<file path="config.mk">
export PLATFORM = sky130hd
export DESIGN_NAME = serial_tx_fifo
export DESIGN_NICKNAME = d
export VERILOG_FILES = /design/src/rtl/sertx_pkg.sv /design/src/rtl/sertx_queue.sv /design/src/rtl/sertx_divider.sv /design/src/rtl/sertx_framer.sv /design/src/rtl/serial_tx_fifo.sv
export SDC_FILE = /design/constraint.sdc
export NUM_CORES = 1
export LEC_CHECK = 0
export ABC_CLOCK_PERIOD_IN_PS = 8400
export BUFFER_PORTS_ARGS = -buffer_cell sky130_fd_sc_hd__buf_4
export CORE_MARGIN = 3
export CORE_UTILIZATION = 51
export DETAILED_ROUTE_END_ITERATION = 16
export GPL_ROUTABILITY_DRIVEN = 0
export GPL_TIMING_DRIVEN = 0
export HOLD_SLACK_MARGIN = 0.02
export PLACE_DENSITY_LB_ADDON = 0.05
export SLEW_MARGIN = 0
export SYNTH_ARGS = -nofsm -noshare
export SYNTH_HDL_FRONTEND = slang
export SYNTH_SLANG_ARGS = --single-unit
export TNS_END_PERCENT = 30
</file>
<file path="constraint.sdc">
create_clock -name clk -period 8.4 [get_ports clk]
set_input_delay 0 -clock clk [delete_from_list [all_inputs] [get_ports clk]]
set_output_delay 0 -clock clk [all_outputs]
set_load 0.05 [all_outputs]
</file>
<file path="src/rtl/sertx_pkg.sv">
package sertx_pkg;

    typedef enum logic [2:0] {
        ST_IDLE,
        ST_START,
        ST_DATA,
        ST_PARITY,
        ST_STOP
    } tx_state_e;

    typedef struct packed {
        logic [1:0] len_sel;
        logic       par_en;
        logic       par_odd;
        logic       two_stop;
    } frame_cfg_t;

endpackage

</file>
<file path="src/rtl/sertx_queue.sv">
module sertx_queue #(
    parameter int DEPTH = 4,
    parameter int WIDTH = 8
) (
    input  logic             clk,
    input  logic             rst_n,
    input  logic             wr_en,
    input  logic [WIDTH-1:0] wr_data,
    input  logic             pop,
    output logic [WIDTH-1:0] rd_data,
    output logic             empty,
    output logic             full,
    output logic             wr_accept
);
    localparam int AW = (DEPTH > 1) ? $clog2(DEPTH) : 1;
    localparam int CW = $clog2(DEPTH + 1);

    logic [WIDTH-1:0] store [DEPTH];
    logic [AW-1:0]    wr_ptr;
    logic [AW-1:0]    rd_ptr;
    logic [CW-1:0]    count;

    assign full      = (count == CW'(DEPTH));
    assign empty     = (count == '0);
    assign wr_accept = wr_en && !full;
    assign rd_data   = store[rd_ptr];

    function automatic logic [AW-1:0] ptr_next(input logic [AW-1:0] p);
        return (p == AW'(DEPTH - 1)) ? '0 : p + 1'b1;
    endfunction

    always_ff @(posedge clk or negedge rst_n) begin
        if (!rst_n) begin
            wr_ptr <= '0;
            rd_ptr <= '0;
            count  <= '0;
        end else begin
            if (wr_accept) begin
                wr_ptr <= ptr_next(wr_ptr);
            end
            if (pop) begin
                rd_ptr <= ptr_next(rd_ptr);
            end
            unique case ({wr_accept, pop})
                2'b10:   count <= count + 1'b1;
                2'b01:   count <= count - 1'b1;
                default: count <= count;
            endcase
        end
    end

    always_ff @(posedge clk) begin
        if (wr_accept) begin
            store[wr_ptr] <= wr_data;
        end
    end


    no_overflow_chk: assert property (@(posedge clk) disable iff (!rst_n)
        (full && wr_en && !pop) |=> (full && $stable(count)));

endmodule

</file>
<file path="src/rtl/sertx_divider.sv">
module sertx_divider #(
    parameter int OVERSAMPLE = 16
) (
    input  logic clk,
    input  logic rst_n,
    input  logic rate_en,
    input  logic os16,
    input  logic restart,
    output logic bit_tick
);
    localparam int SW = $clog2(OVERSAMPLE);

    logic [SW-1:0] sub;

    assign bit_tick = os16 ? (rate_en && (sub == SW'(OVERSAMPLE - 1))) : rate_en;

    always_ff @(posedge clk or negedge rst_n) begin
        if (!rst_n) begin
            sub <= '0;
        end else if (restart) begin
            sub <= '0;
        end else if (rate_en) begin
            sub <= (sub == SW'(OVERSAMPLE - 1)) ? '0 : sub + 1'b1;
        end
    end

endmodule

</file>
<file path="src/rtl/sertx_framer.sv">
module sertx_framer
    import sertx_pkg::*;
#(
    parameter int WIDTH = 8
) (
    input  logic             clk,
    input  logic             rst_n,
    input  logic             bit_tick,
    input  frame_cfg_t       cfg,
    input  logic             fifo_empty,
    input  logic [WIDTH-1:0] fifo_data,
    input  logic             wr_accept,
    output logic             pop,
    output logic             restart,
    output logic             txd,
    output logic             tx_empty
);
    localparam int IW = $clog2(WIDTH);

    tx_state_e        state, state_n;
    frame_cfg_t       cfg_q;
    logic [WIDTH-1:0] shreg;
    logic [IW-1:0]    bit_idx;
    logic             stop_idx;
    logic             par_bit;
    logic             empty_q;

    logic             last_data;
    logic             last_stop;
    logic             frame_done;
    logic             load;
    logic [WIDTH-1:0] data_mask;
    logic             new_parity;

    assign last_data  = (bit_idx == IW'(WIDTH - 4 + int'(cfg_q.len_sel)));
    assign last_stop  = !cfg_q.two_stop || stop_idx;
    assign frame_done = (state == ST_STOP) && bit_tick && last_stop;
    assign load       = ((state == ST_IDLE) || frame_done) && !fifo_empty;
    assign data_mask  = {WIDTH{1'b1}} >> (2'd3 - cfg.len_sel);
    assign new_parity = (^(fifo_data & data_mask)) ^ cfg.par_odd;

    always_comb begin
        state_n = state;
        unique case (state)
            ST_IDLE:   if (!fifo_empty) state_n = ST_START;
            ST_START:  if (bit_tick) state_n = ST_DATA;
            ST_DATA:   if (bit_tick && last_data)
                           state_n = cfg_q.par_en ? ST_PARITY : ST_STOP;
            ST_PARITY: if (bit_tick) state_n = ST_STOP;
            ST_STOP:   if (frame_done)
                           state_n = fifo_empty ? ST_IDLE : ST_START;
            default:   state_n = ST_IDLE;
        endcase
    end

    always_ff @(posedge clk or negedge rst_n) begin
        if (!rst_n) begin
            state    <= ST_IDLE;
            cfg_q    <= '0;
            shreg    <= '0;
            bit_idx  <= '0;
            stop_idx <= 1'b0;
            par_bit  <= 1'b0;
            empty_q  <= 1'b1;
        end else begin
            state <= state_n;
            if (load) begin
                cfg_q    <= cfg;
                shreg    <= fifo_data;
                bit_idx  <= '0;
                stop_idx <= 1'b0;
                par_bit  <= new_parity;
            end else if (bit_tick) begin
                if (state == ST_DATA) begin
                    shreg   <= shreg >> 1;
                    bit_idx <= bit_idx + 1'b1;
                end
                if (state == ST_STOP) begin
                    stop_idx <= 1'b1;
                end
            end
            if (wr_accept) begin
                empty_q <= 1'b0;
            end else if (frame_done && fifo_empty) begin
                empty_q <= 1'b1;
            end
        end
    end

    always_comb begin
        pop      = load;
        restart  = (state == ST_IDLE) && !fifo_empty;
        tx_empty = empty_q;
        unique case (state)
            ST_START:  txd = 1'b0;
            ST_DATA:   txd = shreg[0];
            ST_PARITY: txd = par_bit;
            default:   txd = 1'b1;
        endcase
    end


    load_idle_start_chk: assert property (@(posedge clk) disable iff (!rst_n)
        (state == ST_IDLE && !fifo_empty) |=> (txd == 1'b0));


    back_to_back_chk: assert property (@(posedge clk) disable iff (!rst_n)
        (frame_done && !fifo_empty) |=> (state == ST_START && txd == 1'b0));


    empty_set_chk: assert property (@(posedge clk) disable iff (!rst_n)
        (frame_done && fifo_empty && !wr_accept) |=> tx_empty);


    empty_clear_chk: assert property (@(posedge clk) disable iff (!rst_n)
        wr_accept |=> !tx_empty);


    idle_high_chk: assert property (@(posedge clk) disable iff (!rst_n)
        tx_empty |-> txd);

endmodule

</file>
<file path="src/rtl/serial_tx_fifo.sv">
module serial_tx_fifo
    import sertx_pkg::*;
#(
    parameter int DEPTH      = 4,
    parameter int WIDTH      = 8,
    parameter int OVERSAMPLE = 16
) (
    input  logic             clk,
    input  logic             rst_n,
    input  logic             rate_en,
    input  logic             os16,
    input  logic [1:0]       len_sel,
    input  logic             par_en,
    input  logic             par_odd,
    input  logic             two_stop,
    input  logic             wr_en,
    input  logic [WIDTH-1:0] wr_data,
    output logic             fifo_full,
    output logic             tx_empty,
    output logic             txd
);
    frame_cfg_t       cfg;
    logic             q_empty;
    logic             q_accept;
    logic             q_pop;
    logic [WIDTH-1:0] q_data;
    logic             restart;
    logic             bit_tick;

    assign cfg = '{len_sel: len_sel, par_en: par_en, par_odd: par_odd, two_stop: two_stop};

    sertx_queue #(.DEPTH(DEPTH), .WIDTH(WIDTH)) i_queue (
        .clk       (clk),
        .rst_n     (rst_n),
        .wr_en     (wr_en),
        .wr_data   (wr_data),
        .pop       (q_pop),
        .rd_data   (q_data),
        .empty     (q_empty),
        .full      (fifo_full),
        .wr_accept (q_accept)
    );

    sertx_divider #(.OVERSAMPLE(OVERSAMPLE)) i_divider (
        .clk      (clk),
        .rst_n    (rst_n),
        .rate_en  (rate_en),
        .os16     (os16),
        .restart  (restart),
        .bit_tick (bit_tick)
    );

    sertx_framer #(.WIDTH(WIDTH)) i_framer (
        .clk        (clk),
        .rst_n      (rst_n),
        .bit_tick   (bit_tick),
        .cfg        (cfg),
        .fifo_empty (q_empty),
        .fifo_data  (q_data),
        .wr_accept  (q_accept),
        .pop        (q_pop),
        .restart    (restart),
        .txd        (txd),
        .tx_empty   (tx_empty)
    );

endmodule

</file>
==> impl_metrics.json <==
{
  "min_path_type": "primary input to flip-flop",
  "synthArstFlopShare": 0.5000,
  "cts_buffer_depth": 2,
  "reg2reg_depth": 12,
  "worstReg2RegStart": "i_divider.sub[0]",
  "fillCellCount": 436,
  "max_cap_viol_count": 0,
  "wl_per_cell_um": 15.32,
  "viasPerCell": 5.330,
  "drv_slew": 0,
  "die_h_um": 81.92,
  "start_kind": "flip-flop",
  "final-seq-area_um2": 1763,
  "cts_buffers": 9,
  "initial_core_util": 0.5305,
  "dpl_cell_area_um2": 3179,
  "num_vias": 1823,
  "first_iter_violations": 105,
  "layout-drive-gt1-share": 0.1963,
  "ir_drop_mv": 0.2011,
  "grt_pass1_wl_um": 8487,
  "netlist_area_um2": 2939,
  "worst_skew_pair.late_latency_ns": 0.33,
  "power_density_nw_per_um2": 360.1,
  "critPathMaxFanout": 10,
  "synthToLayoutAreaGrowth_pct": 19.63,
  "whs_ns": 0.06907,
  "drc": 0,
  "first_global_vias": 1828,
  "clock_sinks": 64,
  "fin_crit_sh": 0.3870,
  "status": "complete, no violations",
  "synthFlopType": "edfxtp_1",
  "multi_input_area_um2": 1075,
  "antenna_found_initial": 0,
  "final_cell_mix": "edfxtp_1 (32), dfrtp_1 (31), nand2_1 (22), buf_4 (21)",
  "worst_r2r_endpoint": "i_queue.count[2]",
  "cts_resized": 0,
  "die_x_um": 81.92,
  "finalSetupViolations": 0,
  "arrival_ns": 3.52,
  "final_common_cell": "edfxtp_1",
  "synth-seq-cells": 64,
  "grt_usage": 0.1730,
  "whs_endpoint": "i_framer.state[2]",
  "finalClockSkew_ns": 0.01048,
  "yosys_warnings": 0,
  "hold_depth": 4,
  "syn_inst": 220,
  "cts-root-buf": "clkbuf_8",
  "core-area_um2": 5540,
  "place_hpwl_um": 3557,
  "max_stage_delay_ns": 0.44,
  "dieArea_um2": 6710,
  "io_pins": 21,
  "path_cells": "ha_1 -> nand3_1 -> a221o_2 -> a21o_2 -> clkinv_1 -> buf_1 -> ha_1 -> inv_1 -> fa_1 -> xor2_1 -> nor2_1 -> xor2_1",
  "hold_viol": 0,
  "tritoncts": "done",
  "grt_max_degree": 33,
  "worstPathRequired_ns": 8.66,
  "hold_start": "os16",
  "synthesis.nets": 247,
  "cts_max_level": 3,
  "end_kind": "flip-flop",
  "ys_types": 44,
  "portBuffers": 20,
  "place_inst": 312,
  "yosysSeqAreaShare": 0.5998,
  "drtAntennaViolNets": 0,
  "fin_crit_ns": 3.251,
  "drt_wl_total_um": 5238,
  "diodes": 0,
  "grt_setup_unrepaired": "false",
  "layout.nets": 292,
  "grt_overflow": 0,
  "leakage_nw": 1.488,
  "avgSynthCellArea_um2": 13.36,
  "clock.fmax_mhz": 307.6,
  "slew_headroom": 0.6516,
  "path_class": "flip-flop to flip-flop",
  "worstMarginPinSlew_ns": 0.5226,
  "rows": 27,
  "fin_tns_setup_ns": 0,
  "crit_path_top_delay_cell": "buf_1",
  "firstDrtPassIters": 4,
  "clk_pin_slew_ns": 0.08,
  "fin_cells": 342,
  "fin_area_um2": 3516,
  "synth_edf_count": 32,
  "r2r_setup_slack_ns": 5.15
}
how the worst max path moves through the flow:
stage                                 from          endpoint  slack (ns)  cells past startpoint
after floorplan           i_divider.sub[0]  i_queue.count[2]        5.61                     12
after global placement    i_divider.sub[0]  i_queue.count[2]        5.18                     12
after detailed placement  i_divider.sub[0]  i_queue.count[2]        5.14                     12
after CTS                 i_divider.sub[0]  i_queue.count[2]        5.11                     12
after global routing      i_divider.sub[0]  i_queue.count[2]        4.91                     12
final                     i_divider.sub[0]  i_queue.count[2]        5.15                     12
layout make-up:
class	count	area share
timing repair buffer	34	0.08256
tap	72	0.02562
buffer	7	0.01281
multi-input combinational	134	0.3057
clock inverter	7	0.02064
clock buffer	9	0.03523
sequential	64	0.5014
inverter	15	0.01601
report_power, final:
part,leakage [nW],switching [W],internal (W)
Combinational,0.700,0.000283,0.000242
Clock,0.0952,0.000123,0.000137
Sequential,0.693,0.0000507,0.000430
Total,1.49,0.000457,0.000809
registers in the layout (all words and copies together), names as in the netlist:
signal / cells
i_framer.stop_idx: 1
i_queue.wr_ptr: 2
i_framer.par_bit: 1
i_queue.count: 3
i_framer.cfg_q: 4
i_queue.store: 32
i_framer.shreg: 8
i_framer.bit_idx: 3
i_queue.rd_ptr: 2
i_divider.sub: 4
i_framer.tx_empty: 1
i_framer.state: 3
synthesized netlist by cell type, types with 3 or more instances:
| library cell | count | area (um2) |
|---|---|---|
| a21oi_1 | 6 | 30.03 |
| and2_1 | 4 | 25.02 |
| and3_1 | 3 | 18.77 |
| clkbuf_1 | 3 | 11.26 |
| dfrtp_1 | 31 | 775.7 |
| edfxtp_1 | 32 | 960.9 |
| ha_1 | 8 | 100.1 |
| inv_1 | 14 | 52.55 |
| mux2_2 | 4 | 45.04 |
| mux2i_1 | 8 | 80.08 |
| mux4_1 | 4 | 105.1 |
| mux4_2 | 4 | 90.09 |
| nand2_1 | 22 | 82.58 |
| nand3_1 | 6 | 30.03 |
| nor2_1 | 12 | 45.04 |
| nor3_1 | 4 | 20.02 |
| o21ai_0 | 12 | 60.06 |
| xnor2_1 | 6 | 52.55 |
| xor2_1 | 5 | 43.79 |
worst max-delay path: cells and delay by family, from the launching register on:
kind	cells	cell delay, ns
AND/OR/NAND/NOR	2	0.23
flip-flops	1	0.43
XOR/XNOR	2	0.30
adder cells (fa/ha/maj)	3	0.87
AO/OA/AOI/OAI	2	0.66
buffers and inverters	3	0.69
timing repair:
item / CTS / global route
buffers inserted: 0 / 0
endpoints found under the hold margin: 70 / 0
hold buffers: 14 / 0
through the flow:
step | power (W) | setup slack [ns] | util
after floorplan | 0.0008857 | 5.607 | -
after global placement | 0.001001 | 5.179 | 0.5738
after detailed placement | 0.001017 | 5.139 | 0.5738
after CTS | 0.001282 | 5.114 | 0.6346
after global routing | 0.001355 | 4.915 | 0.6346
final | 0.001266 | 5.149 | 0.6346
per-layer routing:
metal	wire, um	GRT usage	up-vias
met5	0	0	-
met4	61	0.09635	0
met3	123	0.03289	4
met1	2432	0.2135	906
met2	2621	0.2851	19
li1	-	-	894
cell families after synthesis:
group | synth area share
AOI/OAI and AO/OA | 0.07961
xor gates and xnor gates | 0.04598
adders and majority gates | 0.04087
buffers and inverters | 0.03448
DFF | 0.5998
muxes | 0.1090
and+or+nand+nor | 0.09025
No activity file was read; power rests on OpenSTA's default activity.
